==> config.mk <==
export PLATFORM = sky130hd
export DESIGN_NAME = tx_sg_walker
export DESIGN_NICKNAME = d
export VERILOG_FILES = /design/src/rtl/tx_sg_pkg.sv /design/src/rtl/tx_sg_datapath.sv /design/src/rtl/tx_sg_ctrl.sv /design/src/rtl/tx_sg_walker.sv
export SDC_FILE = /design/constraint.sdc
export NUM_CORES = 2
export LEC_CHECK = 0
export BUFFER_PORTS_ARGS = -buffer_cell sky130_fd_sc_hd__buf_2
export CAP_MARGIN = 25
export CORE_AREA = 2 2 590 592
export CTS_BUF_LIST = sky130_fd_sc_hd__clkbuf_8 sky130_fd_sc_hd__clkbuf_16
export DETAILED_ROUTE_END_ITERATION = 16
export DIE_AREA = 0 0 592 594
export PLACE_DENSITY = 0.33
export SLEW_MARGIN = 20
export SYNTH_ARGS = -nofsm -noshare
export SYNTH_HDL_FRONTEND = slang
export SYNTH_SLANG_ARGS = --single-unit
==> constraint.sdc <==
create_clock -name clk -period 33.5 [get_ports clk]
set_clock_uncertainty 0.05 [all_clocks]
set_input_delay 1.675 -clock clk [delete_from_list [all_inputs] [get_ports clk]]
set_output_delay 1.675 -clock clk [all_outputs]
set_load 0.005 [all_outputs]
==> src/rtl/tx_sg_pkg.sv <==
package tx_sg_pkg;
  localparam int ADDR_W  = 36;
  localparam int LO_W    = 32;
  localparam int HI_W    = 4;
  localparam int LEN_W   = 12;
  localparam int ENTRY_W = LO_W + HI_W + LEN_W;

  // strobes from control to datapath
  typedef struct packed {
    logic load;
    logic advance;
  } ctrl_strobe_t;

  // status from datapath to control
  typedef struct packed {
    logic countBad;
    logic entryBad;
    logic atEnd;
  } dp_status_t;

  typedef enum logic {ST_IDLE = 1'b0, ST_RUN = 1'b1} walk_state_t;
endpackage

==> src/rtl/tx_sg_datapath.sv <==
module tx_sg_datapath
  import tx_sg_pkg::*;
#(
  parameter int MAX_TB    = 20,
  parameter int NUM_Q     = 16,
  parameter int BASE_W    = 28,
  parameter int RING_IW   = 8,
  parameter int DESC_LOG  = 7,
  parameter int MAX_BUF   = 4092,
  parameter int MAX_FRAME = 8192
) (
  input  logic                        clk,
  input  logic                        rstN,
  input  ctrl_strobe_t                strobe,
  output dp_status_t                  status,
  input  logic [NUM_Q*BASE_W-1:0]     ringBaseFlat,
  input  logic [$clog2(NUM_Q)-1:0]    queueSel,
  input  logic [RING_IW-1:0]          ringIndex,
  output logic [ADDR_W-1:0]           descAddr,
  input  logic [7:0]                  descCount,
  input  logic [MAX_TB*ENTRY_W-1:0]   descEntries,
  output logic [ADDR_W-1:0]           reqAddr,
  output logic [LEN_W-1:0]            reqLen
);
  localparam int CNT_W   = 5;
  localparam int IDX_W   = $clog2(MAX_TB + 1);
  localparam int SUM_W   = $clog2(MAX_FRAME + (1 << LEN_W)) + 1;
  localparam int ALIGN_W = ADDR_W - BASE_W;
  localparam int OFF_W   = RING_IW + DESC_LOG;

  // ring base lookup and descriptor address
  logic [BASE_W-1:0] baseArr [NUM_Q];
  for (genvar q = 0; q < NUM_Q; q++) begin : g_base
    assign baseArr[q] = ringBaseFlat[q*BASE_W +: BASE_W];
  end
  assign descAddr = {baseArr[queueSel], {ALIGN_W{1'b0}}}
                  + {{(ADDR_W-OFF_W){1'b0}}, ringIndex, {DESC_LOG{1'b0}}};

  // descriptor storage
  logic [CNT_W-1:0]   cntQ;
  logic [IDX_W-1:0]   idxQ;
  logic [SUM_W-1:0]   sumQ;
  logic [ENTRY_W-1:0] entryArr [MAX_TB];
  logic [ENTRY_W-1:0] curEntry;

  for (genvar k = 0; k < MAX_TB; k++) begin : g_entry
    always_ff @(posedge clk) begin
      if (!rstN)            entryArr[k] <= '0;
      else if (strobe.load) entryArr[k] <= descEntries[k*ENTRY_W +: ENTRY_W];
    end
  end

  always_ff @(posedge clk) begin
    if (!rstN) begin
      cntQ <= '0;
      idxQ <= '0;
      sumQ <= '0;
    end else if (strobe.load) begin
      cntQ <= descCount[CNT_W-1:0];
      idxQ <= '0;
      sumQ <= '0;
    end else if (strobe.advance) begin
      idxQ <= idxQ + 1'b1;
      sumQ <= sumQ + SUM_W'(reqLen);
    end
  end

  always_comb begin
    curEntry = '0;
    for (int k = 0; k < MAX_TB; k++)
      if (idxQ == IDX_W'(k)) curEntry = entryArr[k];
  end

  assign reqAddr = {curEntry[LO_W +: HI_W], curEntry[LO_W-1:0]};
  assign reqLen  = curEntry[LO_W+HI_W +: LEN_W];

  logic [SUM_W-1:0] nextSum;
  assign nextSum = sumQ + SUM_W'(reqLen);

  assign status.countBad = 32'(cntQ) > MAX_TB;
  assign status.atEnd    = IDX_W'(cntQ) == idxQ;
  assign status.entryBad = (reqLen == '0) || (32'(reqLen) > MAX_BUF)
                         || (32'(nextSum) > MAX_FRAME);
endmodule

==> src/rtl/tx_sg_ctrl.sv <==
module tx_sg_ctrl
  import tx_sg_pkg::*;
(
  input  logic         clk,
  input  logic         rstN,
  input  logic         descValid,
  output logic         descReady,
  input  logic         reqReady,
  output logic         reqValid,
  output logic         frameDone,
  output logic         frameErr,
  input  dp_status_t   status,
  output ctrl_strobe_t strobe
);
  walk_state_t state, stateNext;
  logic running;

  assign running   = (state == ST_RUN);
  assign descReady = (state == ST_IDLE);
  assign frameErr  = running && (status.countBad || (!status.atEnd && status.entryBad));
  assign frameDone = running && !status.countBad && status.atEnd;
  assign reqValid  = running && !status.countBad && !status.atEnd && !status.entryBad;

  assign strobe.load    = descReady && descValid;
  assign strobe.advance = reqValid && reqReady;

  always_comb begin
    stateNext = state;
    if (strobe.load)                 stateNext = ST_RUN;
    else if (frameDone || frameErr)  stateNext = ST_IDLE;
  end

  always_ff @(posedge clk) begin
    if (!rstN) state <= ST_IDLE;
    else       state <= stateNext;
  end
endmodule

==> src/rtl/tx_sg_walker.sv <==
module tx_sg_walker
  import tx_sg_pkg::*;
#(
  parameter int MAX_TB  = 20,
  parameter int NUM_Q   = 16,
  parameter int BASE_W  = 28,
  parameter int RING_IW = 8
) (
  input  logic                      clk,
  input  logic                      rstN,
  input  logic [NUM_Q*BASE_W-1:0]   ringBaseFlat,
  input  logic [$clog2(NUM_Q)-1:0]  queueSel,
  input  logic [RING_IW-1:0]        ringIndex,
  output logic [ADDR_W-1:0]         descAddr,
  input  logic                      descValid,
  output logic                      descReady,
  input  logic [7:0]                descCount,
  input  logic [MAX_TB*ENTRY_W-1:0] descEntries,
  output logic                      reqValid,
  input  logic                      reqReady,
  output logic [ADDR_W-1:0]         reqAddr,
  output logic [LEN_W-1:0]          reqLen,
  output logic                      frameDone,
  output logic                      frameErr
);
  ctrl_strobe_t strobe;
  dp_status_t   status;

  tx_sg_ctrl ctrl_i (
    .clk(clk), .rstN(rstN), .descValid(descValid), .descReady(descReady),
    .reqReady(reqReady), .reqValid(reqValid), .frameDone(frameDone),
    .frameErr(frameErr), .status(status), .strobe(strobe)
  );

  tx_sg_datapath #(
    .MAX_TB(MAX_TB), .NUM_Q(NUM_Q), .BASE_W(BASE_W), .RING_IW(RING_IW)
  ) dp_i (
    .clk(clk), .rstN(rstN), .strobe(strobe), .status(status),
    .ringBaseFlat(ringBaseFlat), .queueSel(queueSel), .ringIndex(ringIndex),
    .descAddr(descAddr), .descCount(descCount), .descEntries(descEntries),
    .reqAddr(reqAddr), .reqLen(reqLen)
  );
endmodule

==> After elaboration in Yosys (flattened, before gate mapping) <==
Memory sizes are Yosys's and may differ from the RTL's.
Cells that the tools add are included.
{ "totals": {"output_inout_bits": 88, "memories": 1, "ram_bits": 960, "regBits": 26} }
{ "memory_table": {"columns": ["name", "words", "word_bits", "rd", "rd_ports_with_merged_regs", "write_ports", "line_no", "source"], "rows": [
  ["dp_i.entryArr", 20, 48, 20, 0, 20, "tx_sg_datapath.sv:43", "logic [ENTRY_W-1:0] entryArr [MAX_TB];"]
]} }
{ "classes": {"n_reduce_logical": 19, "addsub": 3, "n_eq_ne": 20, "mux": 49, "order_cmp": 4, "n_bitwise": 23} }
{ "ops": {"columns": ["op", "n"], "rows": [
  ["48-bit 2-to-1 mux", 40],
  ["28-bit binary-select mux with 4-bit select", 1],
  ["28-bit 2-to-1 mux", 2],
  ["5-bit by 4-bit == test with 1-bit output (second input constant)", 8],
  ["36-bit by 15-bit adder with 36-bit output", 1],
  ["5-bit by 3-bit == test with 1-bit output (second input constant)", 4],
  ["5-bit == test (second input constant)", 4],
  ["1-bit bitwise OR", 20],
  ["15-bit by 12-bit adder with 15-bit output", 1],
  ["15-bit by 14-bit greater-than comparator with 1-bit output (second input constant)", 1],
  ["12-bit greater-than comparator (second input constant)", 1],
  ["12-bit zero test", 1],
  ["5-bit by 2-bit == test with 1-bit output (second input constant)", 2],
  ["1-bit logical AND", 8],
  ["1-bit 2-to-1 mux", 6],
  ["5-bit by 1-bit adder with 5-bit output (second input constant)", 1],
  ["5-bit by 1-bit == test with 1-bit output (second input constant)", 1],
  ["5-bit == test", 1],
  ["5-bit greater-or-equal comparator (second input constant)", 1],
  ["5-bit greater-than comparator (second input constant)", 1],
  ["5-bit zero test", 1],
  ["4-bit NOT with 5-bit output", 1],
  ["1-bit logical OR", 4],
  ["1-bit zero test", 3],
  ["other kinds (3)", 4]
]} }

==> Longest topological paths before layout <==
{ "depth": {"ltp_word": 30, "ltp_mapped": 27, "ltp_nobuf": 20} }

==> By module <==
Synthesis repeated with hierarchy kept, for this count alone.
{ "unflattened": {"hier_cells": 4155, "area_unflattened_um2": 50687.4} }
{ "modules_own_cells": {"columns": ["module", "seq_area_each_um2", "instances", "area_each_um2", "cells_per_inst"], "rows": [
  ["tx_sg_datapath", 29328.1, 1, 50591.0, 4145],
  ["tx_sg_ctrl", 20.0, 1, 96.3, 10]
]} }

==> Worst setup path after synthesis <==
Ideal clock, no wire load.
{ "synth_path": {"kind": "in2reg", "start": "input descValid", "end": "memory dp_i.entryArr[0][0] (netlist bit) (enable)", "t_required_ns": 31.753, "path_slack_ns": 3.605, "arrival_time_ns": 28.147, "path_buffers": 2, "cell_stages": 5, "cell_sequence": "nand2_1 and2_1 clkbuf_1 inv_1 clkbuf_1"} }
{ "synth_lines": {"columns": ["element", "line_no", "source"], "rows": [
  ["from (decl)", "tx_sg_walker.sv:15", "input logic descValid,"],
  ["to (decl)", "tx_sg_datapath.sv:43", null]
]} }

==> Final worst setup path <==
{ "layout_path": {"start": "register dp_i.idxQ[0]", "end": "output frameErr"} }
{ "layout_via": {"elab_chain_len": 27} }
{ "layout_rtl": {"columns": ["element", "line_no", "source"], "rows": [
  ["from (decl)", "tx_sg_datapath.sv:41", "logic [IDX_W-1:0] idxQ;"],
  ["from (signal assigned)", "tx_sg_datapath.sv:63", "idxQ <= idxQ + 1'b1;"],
  ["5-bit zero test", "tx_sg_datapath.sv:71", "if (idxQ == IDX_W'(k)) curEntry = entryArr[k];"],
  ["48-bit 2-to-1 mux (20 in series)", "tx_sg_datapath.sv:71", null],
  ["15-bit by 12-bit adder with 15-bit output, or another cell as far along", "tx_sg_datapath.sv:78", "assign nextSum = sumQ + SUM_W'(reqLen);"],
  ["15-bit by 14-bit greater-than comparator with 1-bit output / 1-bit logical OR (equally long branches)", "tx_sg_datapath.sv:83, tx_sg_datapath.sv:82", null],
  ["1-bit logical OR", "tx_sg_datapath.sv:83", "|| (32'(nextSum) > MAX_FRAME);"],
  ["1-bit logical AND (*)", "tx_sg_ctrl.sv:20", "assign frameErr = running && (status.countBad || (!status.atEnd && status.entryBad));"],
  ["1-bit logical OR (*)", "tx_sg_ctrl.sv:20", null],
  ["1-bit logical AND (*)", "tx_sg_ctrl.sv:20", null],
  ["to (decl)", "tx_sg_walker.sv:24", "output logic frameErr"]
]} }
Every way passes the cells marked *; elsewhere a longest branch is shown, timed or not.

==> metrics.txt <==
# TYPE chip_impl_metric gauge
chip_impl_info{name="cp-startpoint",value="dp_i.idxQ[0]"} 1
chip_impl_metric{name="syn-cell-area",unit="µm²"} 50500
chip_impl_metric{name="wirelength",unit="µm"} 340000
chip_impl_metric{name="grt.met1_usage",unit="%"} 19.9
chip_impl_metric{name="timing.max_slew.rel_slack",unit="%"} 17.7
chip_impl_metric{name="timing.final.max_slew_violations",unit=""} 0
chip_impl_metric{name="hold_depth",unit=""} 2
chip_impl_metric{name="final_nets",unit=""} 6955
chip_impl_metric{name="vias_per_cell",unit=""} 4.12
chip_impl_metric{name="h-tree-depth",unit=""} 4
chip_impl_metric{name="ffs_latches_synth",unit=""} 986
chip_impl_info{name="grt_setup_unrepaired",value="no"} 1
chip_impl_metric{name="async_reset_ff_share",unit="%"} 0
chip_impl_info{name="outcome",value="finished clean"} 1
chip_impl_info{name="synth_top_cells_by_area",value="edfxtp_1 (57%), and2_1 (12%), mux4_2 (6.2%)"} 1
chip_impl_info{name="synth_largest_area_cell",value="edfxtp_1"} 1
chip_impl_metric{name="post_synth.cell_area_avg",unit="µm²"} 12.4
chip_impl_metric{name="final_period_minus_worst_setup_slack",unit="ns"} 9.95
chip_impl_metric{name="ys_seq_area_share",unit="%"} 58.1
chip_impl_metric{name="postCtsHoldBufs",unit=""} 0
chip_impl_metric{name="hpwl",unit="µm"} 266000
chip_impl_metric{name="clock_sink_count",unit=""} 986
chip_impl_metric{name="drt_drc_violations_left",unit=""} 0
chip_impl_metric{name="routabilityCongestion",unit=""} 0.912
chip_impl_metric{name="grt_overflow",unit=""} 0
chip_impl_metric{name="cts.repair_timing.setup_buffer_count",unit=""} 0
chip_impl_metric{name="floorplan.initialDensity",unit="%"} 14.6
chip_impl_metric{name="crit_required",unit="ns"} 31.77
chip_impl_metric{name="muxShareOfSynthArea",unit="%"} 6.45
chip_impl_metric{name="finalCoreUtilization",unit="%"} 19.9
chip_impl_metric{name="synth_edf_count",unit=""} 960
chip_impl_info{name="worstSetupPathType",value="flip-flop to output port"} 1
chip_impl_metric{name="vias_in_the_first_global_route",unit=""} 43879
chip_impl_metric{name="tritoncts.num_buffers",unit=""} 141
chip_impl_metric{name="tightestPinTransition",unit="ns"} 1.23
chip_impl_metric{name="post_cts_resized",unit=""} 0
chip_impl_metric{name="fp.dieW",unit="µm"} 592
chip_impl_metric{name="grt_antenna_before_repair",unit=""} 333
chip_impl_metric{name="globalRouteMet2Util",unit="%"} 33.8
chip_impl_info{name="timing.critical_path.from_type",value="flip-flop"} 1
chip_impl_metric{name="synth_adder_area_share",unit="%"} 0.699
chip_impl_metric{name="cts.clk_slew.worst_paths",unit="ns"} 0.05
chip_impl_info{name="grt_most_used_layer",value="met2"} 1
chip_impl_metric{name="cap_violations",unit=""} 0
chip_impl_metric{name="final-setup-viol-count",unit=""} 0
chip_impl_metric{name="clk_path_buf_depth",unit=""} 4
chip_impl_metric{name="area_growth",unit="%"} 36.0
chip_impl_info{name="worstSetupEndpointType",value="output port"} 1
chip_impl_metric{name="reg2reg_setup_slack",unit="ns"} 24.99
chip_impl_metric{name="rows",unit=""} 216
chip_impl_metric{name="yosys.cell_types.count",unit=""} 92
chip_impl_metric{name="tns",unit="ns"} 0
chip_impl_metric{name="power.density_cell_area",unit="nW/µm²"} 50.0
chip_impl_metric{name="route.detailed.wl_per_inst",unit="µm"} 32.7
chip_impl_info{name="timing.rr.start",value="dp_i.idxQ[0]"} 1
chip_impl_info{name="synth_most_common_cell",value="and2_1"} 1
chip_impl_metric{name="area_share_of_the_largest_cell_type_after_synthesis",unit="%"} 57.1
chip_impl_metric{name="hold_violations",unit=""} 0
chip_impl_metric{name="core-area",unit="µm²"} 345000
chip_impl_metric{name="maximum_fanout_count_along_the_critical_path",unit=""} 26
chip_impl_info{name="ys_top_cells_by_count",value="and2_1 (974), edfxtp_1 (960), clkbuf_1 (265), a21oi_1 (195), nand2_1 (162)"} 1
chip_impl_metric{name="synth_xor_area_share",unit="%"} 0.607
chip_impl_metric{name="pin_count",unit=""} 1520
chip_impl_metric{name="grt.total_usage",unit="%"} 18.6
chip_impl_info{name="crit_path_end",value="frameErr"} 1
chip_impl_metric{name="dieHeight",unit="µm"} 594
chip_impl_metric{name="netlist_instances",unit=""} 4062
chip_impl_info{name="postSynth.topFlopCell",value="edfxtp_1"} 1
chip_impl_metric{name="hold_ws",unit="ns"} 0.400
chip_impl_metric{name="max_freq",unit="MHz"} 101
chip_impl_metric{name="clk-insertion-delay-late",unit="ns"} 0.81
chip_impl_info{name="largest_family_of_logic_cells_by_synthesized_area",value="simple AND/OR/NAND/NOR gates"} 1
chip_impl_metric{name="firstDrtPassIters",unit=""} 6
chip_impl_metric{name="timing.critical_path.arrival",unit="ns"} 8.22
chip_impl_info{name="cts_tree",value="done"} 1
chip_impl_metric{name="design.die.area",unit="µm²"} 352000
chip_impl_metric{name="synth-compound-area-share",unit="%"} 12.9
chip_impl_metric{name="drtAntennaViolNets",unit=""} 0
chip_impl_metric{name="p_total",unit="mW"} 3.44
chip_impl_info{name="buffer_type_at_the_clock_tree_root",value="clkbuf_16"} 1
chip_impl_metric{name="port_buffers",unit=""} 1507
chip_impl_metric{name="detailroute.via_count",unit=""} 42885
chip_impl_metric{name="drtIter0Drc",unit=""} 3335
chip_impl_info{name="reg2reg_to",value="dp_i.sumQ[11]"} 1
chip_impl_metric{name="met3_usage",unit="%"} 4.70
chip_impl_info{name="worst_hold_path_type",value="flip-flop to flip-flop"} 1
chip_impl_metric{name="final_layout_size_suffix_gt1_share",unit="%"} 36.7
chip_impl_metric{name="period_share",unit="%"} 29.7
chip_impl_metric{name="synth-simple-area-share",unit="%"} 18.0
chip_impl_metric{name="grt_max_degree",unit=""} 153
chip_impl_metric{name="grt_pass1_wl",unit="µm"} 435000
chip_impl_metric{name="yosysWarnings",unit=""} 0
chip_impl_metric{name="power.static_leakage",unit="nW"} 26.9
chip_impl_metric{name="reg2regPathDepth",unit=""} 22
chip_impl_metric{name="vdd_drop_max",unit="mV"} 0.0279
-- metal layers --
metal / share of wire [%] / wire (µm)
met5: 0.29 / 976
met2: 52 / 176000
met3: 6.7 / 22700
met4: 5.1 / 17500
met1: 36 / 123000
-- worst min path at each step --
stage	startpoint	endpoint
floorplan	dp_i.sumQ[14]	dp_i.sumQ[14]
global placement	dp_i.sumQ[14]	dp_i.sumQ[14]
detailed placement	dp_i.sumQ[14]	dp_i.sumQ[14]
CTS	dp_i.sumQ[14]	dp_i.sumQ[14]
global route	dp_i.sumQ[3]	dp_i.sumQ[3]
finish	dp_i.sumQ[14]	dp_i.sumQ[14]
-- cells by family (layout without fill, tap and decap cells) --
logic type / count (synthesis) / in the layout
and+or+nand+nor: 1545 / 1545
other: 1 / 244
DFF: 986 / 986
AOI/OAI and AO/OA: 919 / 919
xor gates and xnor gates: 35 / 35
buffers and inverters: 399 / 1934
adders and majority gates: 27 / 27
muxes: 150 / 150
-- sequential cells by signal, indices dropped and copies added, names as in the netlist --
signal,count
dp_i.sumQ,15
dp_i.cntQ,5
ctrl_i.running,1
dp_i.entryArr,960
dp_i.idxQ,5
-- layout by cell type (no fill, tap or decap), types with 23 or more instances in the layout --
master | netlist | final
and3_1 | 33 | 32
mux4_2 | 140 | 140
diode_2 | 0 | 237
buf_2 | 42 | 1505
dfxtp_1 | 26 | 23
buf_4 | 21 | 128
a221oi_1 | 30 | 29
clkbuf_16 | 0 | 143
nor2_1 | 125 | 114
a31oi_1 | 30 | 30
nand3_1 | 79 | 78
a221o_1 | 69 | 69
and2_1 | 974 | 974
o21ai_0 | 106 | 105
o221ai_1 | 80 | 79
edfxtp_1 | 960 | 960
o21ai_1 | 28 | 28
nand2_1 | 162 | 162
o22ai_1 | 46 | 45
a21oi_1 | 195 | 192
xnor2_1 | 25 | 25
a22oi_1 | 74 | 74
inv_1 | 45 | 82
clkinv_1 | 0 | 25
or3_1 | 26 | 26
o211ai_1 | 72 | 72
-- critical path, stage by stage (launching register included) --
cell	delay, ns
dfxtp_1	0.50
ha_2	0.88
buf_4	0.56
nor2b_2	0.49
buf_4	0.38
a21o_1	0.17
a222oi_1	0.08
buf_4	0.20
o2111ai_1	0.22
o2111a_1	0.44
ha_1	0.24
inv_1	0.06
fa_1	0.43
nor2b_1	0.13
o21a_1	0.15
o21ai_1	0.12
a211oi_1	0.53
o21ai_0	0.19
a2111oi_0	0.53
a31oi_1	0.29
nor3_2	0.39
o22ai_1	0.14
buf_2	0.22
-- final cells by class --
type | count | area [µm²]
Antenna cell | 237 | 593
Multi-Input combinational cell | 2683 | 19900
Tap cell | 4578 | 5730
Timing Repair Buffer | 1639 | 8620
Sequential cell | 986 | 29400
Fill cell | 37929 | 276000
Inverter | 45 | 176
Clock buffer | 144 | 3590
Clock inverter | 106 | 687
-- through the flow --
step                      instance area (µm²)  worst slack [ns]  std cells
after floorplan                         50500              3.61       4068
final                                   68700             23.55      10418
after global routing                    68600             22.92      10360
after detailed placement                63800             24.14       9929
after CTS                               68000             23.17      10179
after global placement                  63700             23.95       9923
-- where the power goes --
part	switching [mW]	total, mW	internal (mW)
sequential	0.0451	1.53	1.48
clock	0.623	1.44	0.817
combinational	0.288	0.468	0.180
total	0.956	3.44	2.48
Note: power is estimated with default switching activity, not from simulation.
